===== src/rtl/irq_flag_pkg.sv =====
package irq_flag_pkg;
    localparam int DATA_W  = 8;
    localparam int ADDR_W  = 2;
    localparam int NUM_PRI = 3;
    localparam int NUM_EXT = 3;

    // register addresses
    localparam logic [ADDR_W-1:0] ADDR_PEN   = 2'd0;
    localparam logic [ADDR_W-1:0] ADDR_PFLAG = 2'd1;
    localparam logic [ADDR_W-1:0] ADDR_XFLAG = 2'd2;
    localparam logic [ADDR_W-1:0] ADDR_XEN   = 2'd3;

    // field placement inside the data byte
    localparam int PRI_LSB = 4;
    localparam int SUM_BIT = DATA_W - 1;
    localparam int EXT_LSB = 0;

    typedef logic [NUM_PRI-1:0] pri_vec_t;
    typedef logic [NUM_EXT-1:0] ext_vec_t;

    typedef struct packed {
        pri_vec_t pen;
        ext_vec_t xen;
    } en_regs_t;
endpackage


===== src/rtl/pri_flag_unit.sv =====
module pri_flag_unit #(
    parameter int N = 3
) (
    input  logic         clk,
    input  logic         rst_n,
    input  logic         rd_stb,
    input  logic [N-1:0] ev,
    input  logic         sum_live,
    output logic [N-1:0] flag,
    output logic [N-1:0] snap,
    output logic         snap_sum,
    output logic         busy
);
    typedef struct packed {
        logic         busy;
        logic         snap_sum;
        logic [N-1:0] flag;
        logic [N-1:0] snap;
        logic [N-1:0] pend;
    } st_t;

    st_t st_d, st_q;

    always_comb begin
        st_d = st_q;
        if (rd_stb) begin
            // first cycle of the read: freeze what the bus sees
            if (!st_q.busy) begin
                st_d.snap     = st_q.flag;
                st_d.snap_sum = sum_live;
            end
            st_d.busy = 1'b1;
            st_d.pend = st_q.pend | ev;
        end else if (st_q.busy) begin
            // read finished: drop returned bits, release held events
            st_d.flag = (st_q.flag & ~st_q.snap) | st_q.pend | ev;
            st_d.pend = '0;
            st_d.busy = 1'b0;
        end else begin
            st_d.flag = st_q.flag | ev;
        end
    end

    always_ff @(posedge clk or negedge rst_n) begin
        if (!rst_n) st_q <= '0;
        else        st_q <= st_d;
    end

    assign flag     = st_q.flag;
    assign snap     = st_q.snap;
    assign snap_sum = st_q.snap_sum;
    assign busy     = st_q.busy;
endmodule


===== src/rtl/ext_flag_unit.sv =====
module ext_flag_unit #(
    parameter int N = 3
) (
    input  logic         clk,
    input  logic         rst_n,
    input  logic         wr_stb,
    input  logic [N-1:0] keep,
    input  logic [N-1:0] ev,
    output logic [N-1:0] flag
);
    logic [N-1:0] flag_d, flag_q;

    for (genvar i = 0; i < N; i++) begin : g_bit
        always_comb begin
            flag_d[i] = flag_q[i];
            if (wr_stb && !keep[i]) flag_d[i] = 1'b0;
            if (ev[i])              flag_d[i] = 1'b1;
        end
    end

    always_ff @(posedge clk or negedge rst_n) begin
        if (!rst_n) flag_q <= '0;
        else        flag_q <= flag_d;
    end

    assign flag = flag_q;
endmodule


===== src/rtl/irq_combine.sv =====
module irq_combine #(
    parameter int NP = 3,
    parameter int NX = 3
) (
    input  logic [NP-1:0] pflag,
    input  logic [NP-1:0] pen,
    input  logic [NX-1:0] xflag,
    input  logic [NX-1:0] xen,
    output logic          active
);
    always_comb begin
        active = (|(pflag & pen)) | (|(xflag & xen));
    end
endmodule


===== src/rtl/irq_flag_ctrl.sv =====
module irq_flag_ctrl
    import irq_flag_pkg::*;
(
    input  logic              clk,
    input  logic              rst_n,
    input  logic              cs,
    input  logic              rd,
    input  logic              wr,
    input  logic [ADDR_W-1:0] addr,
    input  logic [DATA_W-1:0] wdata,
    output logic [DATA_W-1:0] rdata,
    input  logic              ev_alarm,
    input  logic              ev_periodic,
    input  logic              ev_update,
    input  logic              ev_wake,
    input  logic              ev_kick,
    input  logic              ev_ramclr,
    output logic              irq_n
);
    en_regs_t en_d, en_q;
    pri_vec_t pflag_w, psnap_w, pev_w;
    ext_vec_t xflag_w, xev_w;
    logic     psum_snap_w, pbusy_w, irq_act_w;
    logic     prd_stb, xwr_stb;

    assign pev_w   = {ev_periodic, ev_alarm, ev_update};
    assign xev_w   = {ev_wake, ev_kick, ev_ramclr};
    assign prd_stb = cs && rd && (addr == ADDR_PFLAG);
    assign xwr_stb = cs && wr && (addr == ADDR_XFLAG);

    pri_flag_unit #(.N(NUM_PRI)) pri_i (
        .clk      (clk),
        .rst_n    (rst_n),
        .rd_stb   (prd_stb),
        .ev       (pev_w),
        .sum_live (irq_act_w),
        .flag     (pflag_w),
        .snap     (psnap_w),
        .snap_sum (psum_snap_w),
        .busy     (pbusy_w)
    );

    ext_flag_unit #(.N(NUM_EXT)) ext_i (
        .clk    (clk),
        .rst_n  (rst_n),
        .wr_stb (xwr_stb),
        .keep   (wdata[EXT_LSB +: NUM_EXT]),
        .ev     (xev_w),
        .flag   (xflag_w)
    );

    irq_combine #(.NP(NUM_PRI), .NX(NUM_EXT)) comb_i (
        .pflag  (pflag_w),
        .pen    (en_q.pen),
        .xflag  (xflag_w),
        .xen    (en_q.xen),
        .active (irq_act_w)
    );

    // enable registers
    always_comb begin
        en_d = en_q;
        if (cs && wr && addr == ADDR_PEN) en_d.pen = wdata[PRI_LSB +: NUM_PRI];
        if (cs && wr && addr == ADDR_XEN) en_d.xen = wdata[EXT_LSB +: NUM_EXT];
    end

    always_ff @(posedge clk or negedge rst_n) begin
        if (!rst_n) en_q <= '0;
        else        en_q <= en_d;
    end

    // read mux
    always_comb begin
        rdata = '0;
        if (cs && rd) begin
            unique case (addr)
                ADDR_PEN:   rdata[PRI_LSB +: NUM_PRI] = en_q.pen;
                ADDR_PFLAG: begin
                    if (pbusy_w) begin
                        rdata[PRI_LSB +: NUM_PRI] = psnap_w;
                        rdata[SUM_BIT]            = psum_snap_w;
                    end else begin
                        rdata[PRI_LSB +: NUM_PRI] = pflag_w;
                        rdata[SUM_BIT]            = irq_act_w;
                    end
                end
                ADDR_XFLAG: rdata[EXT_LSB +: NUM_EXT] = xflag_w;
                ADDR_XEN:   rdata[EXT_LSB +: NUM_EXT] = en_q.xen;
                default:    rdata = '0;
            endcase
        end
    end

    assign irq_n = ~irq_act_w;
endmodule


===== config.mk =====
export PLATFORM = sky130hd
export DESIGN_NAME = irq_flag_ctrl
export DESIGN_NICKNAME = d
export VERILOG_FILES = /design/src/rtl/irq_flag_pkg.sv /design/src/rtl/pri_flag_unit.sv /design/src/rtl/ext_flag_unit.sv /design/src/rtl/irq_combine.sv /design/src/rtl/irq_flag_ctrl.sv
export SDC_FILE = /design/constraint.sdc
export NUM_CORES = 1
export LEC_CHECK = 0
export BUFFER_PORTS_ARGS = -buffer_cell sky130_fd_sc_hd__buf_4
export CELL_PAD_IN_SITES_DETAIL_PLACEMENT = 1
export CELL_PAD_IN_SITES_GLOBAL_PLACEMENT = 1
export CORE_AREA = 2 2 55 57
export CTS_CLUSTER_DIAMETER = 50
export DETAILED_ROUTE_END_ITERATION = 10
export DIE_AREA = 0 0 57 59
export PLACE_DENSITY = 0.72
export REMOVE_ABC_BUFFERS = 1
export SLEW_MARGIN = 10
export SYNTH_ARGS = -nofsm -noshare
export SYNTH_HDL_FRONTEND = slang
export SYNTH_SLANG_ARGS = --single-unit

===== constraint.sdc =====
create_clock -name clk -period 1.78 [get_ports clk]
set_input_delay 0.534 -clock clk [delete_from_list [all_inputs] [get_ports clk]]
set_output_delay 0.534 -clock clk [all_outputs]
set_load 0.01 [all_outputs]

Yosys cells after proc, flatten, opt, wreduce, memory -nomap -nowiden
Cells that the tools add are included.

Logic and storage cells: 59. Output and inout port bits: 9. Flip-flop bits (word level): 20. Input port bits: 21.

Equality and inequality tests: 3. Multiplexer cells: 15. Reductions and logical operators: 20. Bitwise gates (word level): 11.

Operators with widths (number): OR 3 bit (4); case mux 3 bit (2 select lines) (2); bitwise AND 3 bit (3); logical AND 1 bit (9); 2-to-1 mux 3 bit (3); 2-to-1 mux 1 bit (8); 2-to-1 mux 8 bit (1); nonzero test 2 bit (4); OR reduction 3 bit (2); == test 2 bit, second input constant (2); 2-to-1 mux 4 bit (1); zero test 1 bit (3); inverter 3 bit (1); == test 2 x 1 -> 1 bit, second input constant (1); zero test 2 bit (1); inverter 1 bit (2); AND reduction 2 bit (1); OR 1 bit (1).

Longest topological paths before layout
Depth in word-level cells: 6. Gate-level depth with buffers: 4. Mapped depth without buffers: 4.

Modules after synthesis
Synthesis repeated with hierarchy kept, for this count alone.

Cells, all modules: 101. Area total of the unflattened synthesis: 1062.3 µm².

Modules (own cells, without submodules): pri_flag_unit (seq. area each 275.3 µm², area an instance 491.7 µm², instances 1, cells each 47); irq_flag_ctrl (seq. area each 150.1 µm², area an instance 426.7 µm², instances 1, cells each 41); ext_flag_unit (seq. area each 75.1 µm², area an instance 116.4 µm², instances 1, cells each 9); irq_combine (seq. area each 0.0 µm², area an instance 27.5 µm², instances 1, cells each 4).

Worst setup path before layout
OpenSTA, ideal clock, no wires.

Path type: register to output. From: register pri_i.st_q (netlist bit pri_i.busy). To: output rdata[5]. Data arrival time: 1.091 ns. Buffers on the path: 1. Required time: 1.246 ns. Cell stages (with the launch flop): 4. Slack: 0.155 ns. Cells stage by stage: dfrtp_1 -> buf_2 -> nand2_1 -> a311oi_1.

Cells in the longest elaborated chain, start to end: 3.

RTL lines: start: declaration (line pri_flag_unit.sv:22) `st_t st_d, st_q;`; start signal: assignment (line pri_flag_unit.sv:46) `else st_q <= st_d;`; 2-to-1 mux 4 bit (line irq_flag_ctrl.sv:79) `if (pbusy_w) begin`; case mux 3 bit (2 select lines) (line irq_flag_ctrl.sv:76) `unique case (addr)`; 2-to-1 mux 8 bit (line irq_flag_ctrl.sv:75) `if (cs && rd) begin`; end: declaration (line irq_flag_ctrl.sv:11) `output logic [DATA_W-1:0] rdata,`.

Every way passes these cells.

Worst setup path in the final report
From: register en_q[5] (netlist bit). To: output rdata[7].

Cells in the longest elaborated chain, start to end: 6.

RTL lines: start: declaration (line irq_flag_ctrl.sv:20) `en_regs_t en_d, en_q;`; start signal: assignment (line irq_flag_ctrl.sv:69) `else en_q <= en_d;`; bitwise AND 3 bit (line irq_combine.sv:12) `active = (|(pflag & pen)) | (|(xflag & xen));`; OR reduction 3 bit (line irq_combine.sv:12); OR 1 bit (line irq_combine.sv:12); 2-to-1 mux 4 bit (line irq_flag_ctrl.sv:79); 2-to-1 mux 1 bit (line irq_flag_ctrl.sv:76); 2-to-1 mux 8 bit (line irq_flag_ctrl.sv:75).

Every way passes these cells.

==> flow_metrics.tcl <==
set metrics [dict create \
    fillCellCount 305 \
    cp.buffers_inverters 1 \
    crit_family "flip-flops" \
    num_rows 19 \
    layout-drive-gt1-share_pct 51.20 \
    worstSetupEndpointType "output pin" \
    core-area_um2 2710 \
    clock_skew_ns 0.002194 \
    criticalPathCategory "flip-flop to output pin" \
    cp.required_ns 1.25 \
    ys_ff_latch 20 \
    r2r-end "pri_i.snap_sum" \
    min_path_type "input pin to async pin" \
    yosys-top-cells-area "dfrtp_1, mux2_2, mux2i_1" \
    wire_per_inst_um 16.56 \
    dp.cells 150 \
    cp_slowest_cell "dfrtp_1" \
    drc 0 \
    diodes 0 \
    cts_buffers 3 \
    rrSetupSlack_ns 0.48 \
    yosysSeqAreaShare_pct 49.08 \
    final_max_slew_viol_count 0 \
    critPathMaxFanout 3 \
    layout_setup_ws_ns -0.1151 \
    postRouteAntennaNets 0 \
    violations "setup timing" \
    synth_edf_count 0 \
    place.gp.congestion 0.7113 \
    ys_warn_count 0 \
    nets 147 \
    final.min_clock_period_ns 1.895 \
    path_clk_slew_ns 0.11 \
    dieArea_um2 3363 \
    setup_viol 5 \
    powerDensity_nw_per_um2 774.4 \
    start_util_pct 37.63 \
    fmax_ghz 0.5277 \
    final-instance-count-excl-fill 156 \
    synth_top_flop_cell "dfrtp_1" \
    place_ws_ns 0.001270 \
    synthTopCellsByCount "dfrtp_1, mux2_2, nor2_1" \
    synth_most_common_cell "dfrtp_1" \
    yosysTopAreaCellShare_pct 49.08 \
    place_area_um2 1282 \
    cts_tree "built" \
    synthesis.area_um2 1020 \
    synthDistinctLibCells 30 \
    p_leak_nw 0.6087 \
    r2r_cells 3 \
    vdd.ir_drop.worst_mv 0.6051 \
    hold_viol 0 \
    cts-root-buf "clkbuf_4" \
    antenna_found_initial 0 \
    drt-initial-drc-count 11 \
    postCtsHoldBufs 0 \
    grt_max_degree 21 \
    grt_pass1_wl_um 4264 \
    die_w_um 57 \
    die_h_um 59 \
    grt_usage_pct 17.05 \
    synth.largest_area_cell "dfrtp_1" \
    grt_pass1_vias 902 \
    r2r-start "pri_i.busy" \
    post-route-period-util_pct 106.5 \
    crit_chain "a22oi_2, nand3_2, o21a_1, buf_6" \
    drv_cap 0 \
    cp_slowest_stage_delay_ns 0.44 \
    worstSetupStartpointType "flip-flop" \
    async_reset_ff_share_pct 100.0 \
    synth.avg_cell_area_um2 11.46 \
    vias 818 \
    postLayoutCellArea_um2 1385 \
    routed_via_density 5.244 \
    grt.overflow.total 0 \
    synthCells 89 \
    clock_path_buffers 2 \
    crit_arrival_ns 1.36 \
    io_buffers 26 \
    final_util_pct 51.11 \
    worstSkewPairLatency_ns 0.30 \
    clkSinkCount 20 \
    wirelength_um 2584 \
    hpwl_um 1928 \
    ios 30 \
    syn2layout_area_growth_pct 35.83 \
    htree_num_levels 1 \
    status "complete, but fails checks" \
    whs_ns 0.09453 \
    first_pass_iters 4 \
    grt_setup_unrepaired "true" \
]
[final cells by class]
type                       count  area, µm²  share of cell area [%]
clock buffer                   4      36.28                   2.620
inverter                       5      18.77                   1.355
multi-input combinational     61      519.2                   37.49
sequential                    20      501.7                   36.22
tap                           31      38.79                   2.800
timing repair buffer          35      270.3                   19.51
[layout by cell type (no fill, tap or decap), types with 2 or more instances in the layout]
cell type,instances
buf_4,33
dfrtp_1,19
mux2_2,10
nor2_1,7
mux2i_1,4
nand2_1,3
a22oi_2,3
inv_1,3
a21oi_1,3
o21ai_0,3
nand2b_1,3
a22o_1,3
clkbuf_4,3
inv_2,2
a211oi_1,2
a41oi_1,2
o22a_1,2
buf_6,2
[sequential cells by signal (all words and copies together), names as in the netlist]
register	cells
pri_i.st_q	3
en_q	6
pri_i.snap_sum	1
pri_i.snap	3
pri_i.busy	1
pri_i.flag	3
ext_i.flag	3
[repair_timing]
item / in CTS / in global routing
buffers inserted: 2 / 0
resized for setup: 7 / 5
setup endpoints to repair: 5 / 5
pin swaps: 5 / 3
[layer usage]
metal  vias up  routed length, µm  global-route usage [%]
met5         -                  0                       0
met2        14               1341                   29.23
met3         2                 96                   4.803
met4         0                 19                   4.651
li1        399                  -                       -
met1       403               1127                   21.22
[logic make-up (layout without fill, tap and decap cells)]
family | Yosys count | in the layout | synth area share, %
flops | 20 | 20 | 49.08
compound gates | 21 | 21 | 14.97
buf+inv | 8 | 44 | 4.171
simple gates | 24 | 24 | 15.46
other cells | 1 | 1 | 0.3677
mux | 15 | 15 | 15.95
[worst max path at each step]
| stage | cells past startpoint | endpoint | from | slack [ns] |
|---|---|---|---|---|
| finish | 4 | rdata[7] | en_q[5] | -0.12 |
| CTS | 4 | rdata[7] | en_q[2] | -0.14 |
| global route | 4 | rdata[7] | pri_i.flag[1] | -0.19 |
| detailed placement | 4 | rdata[5] | addr[1] | 0.001 |
| floorplan | 2 | rdata[5] | pri_i.busy | 0.15 |
| global placement | 4 | rdata[5] | addr[1] | -0.007 |
[metrics by stage]
stage          total power [mW]    TNS, ns
2_1_floorplan            0.6698          0
3_3_place_gp             0.7674  -0.006872
3_5_place_dp             0.7820          0
4_1_cts                   1.067    -0.4490
5_1_grt                   1.132    -0.7612
6_report                  1.073    -0.3716
[report_power, final]
part           switching (mW)  leakage (nW)  total (mW)  internal [mW]
Combinational           0.101         0.375       0.237          0.136
Sequential             0.0559         0.213       0.571          0.515
Clock                   0.139        0.0210       0.264          0.125
Power figures use the tool's default switching activity.
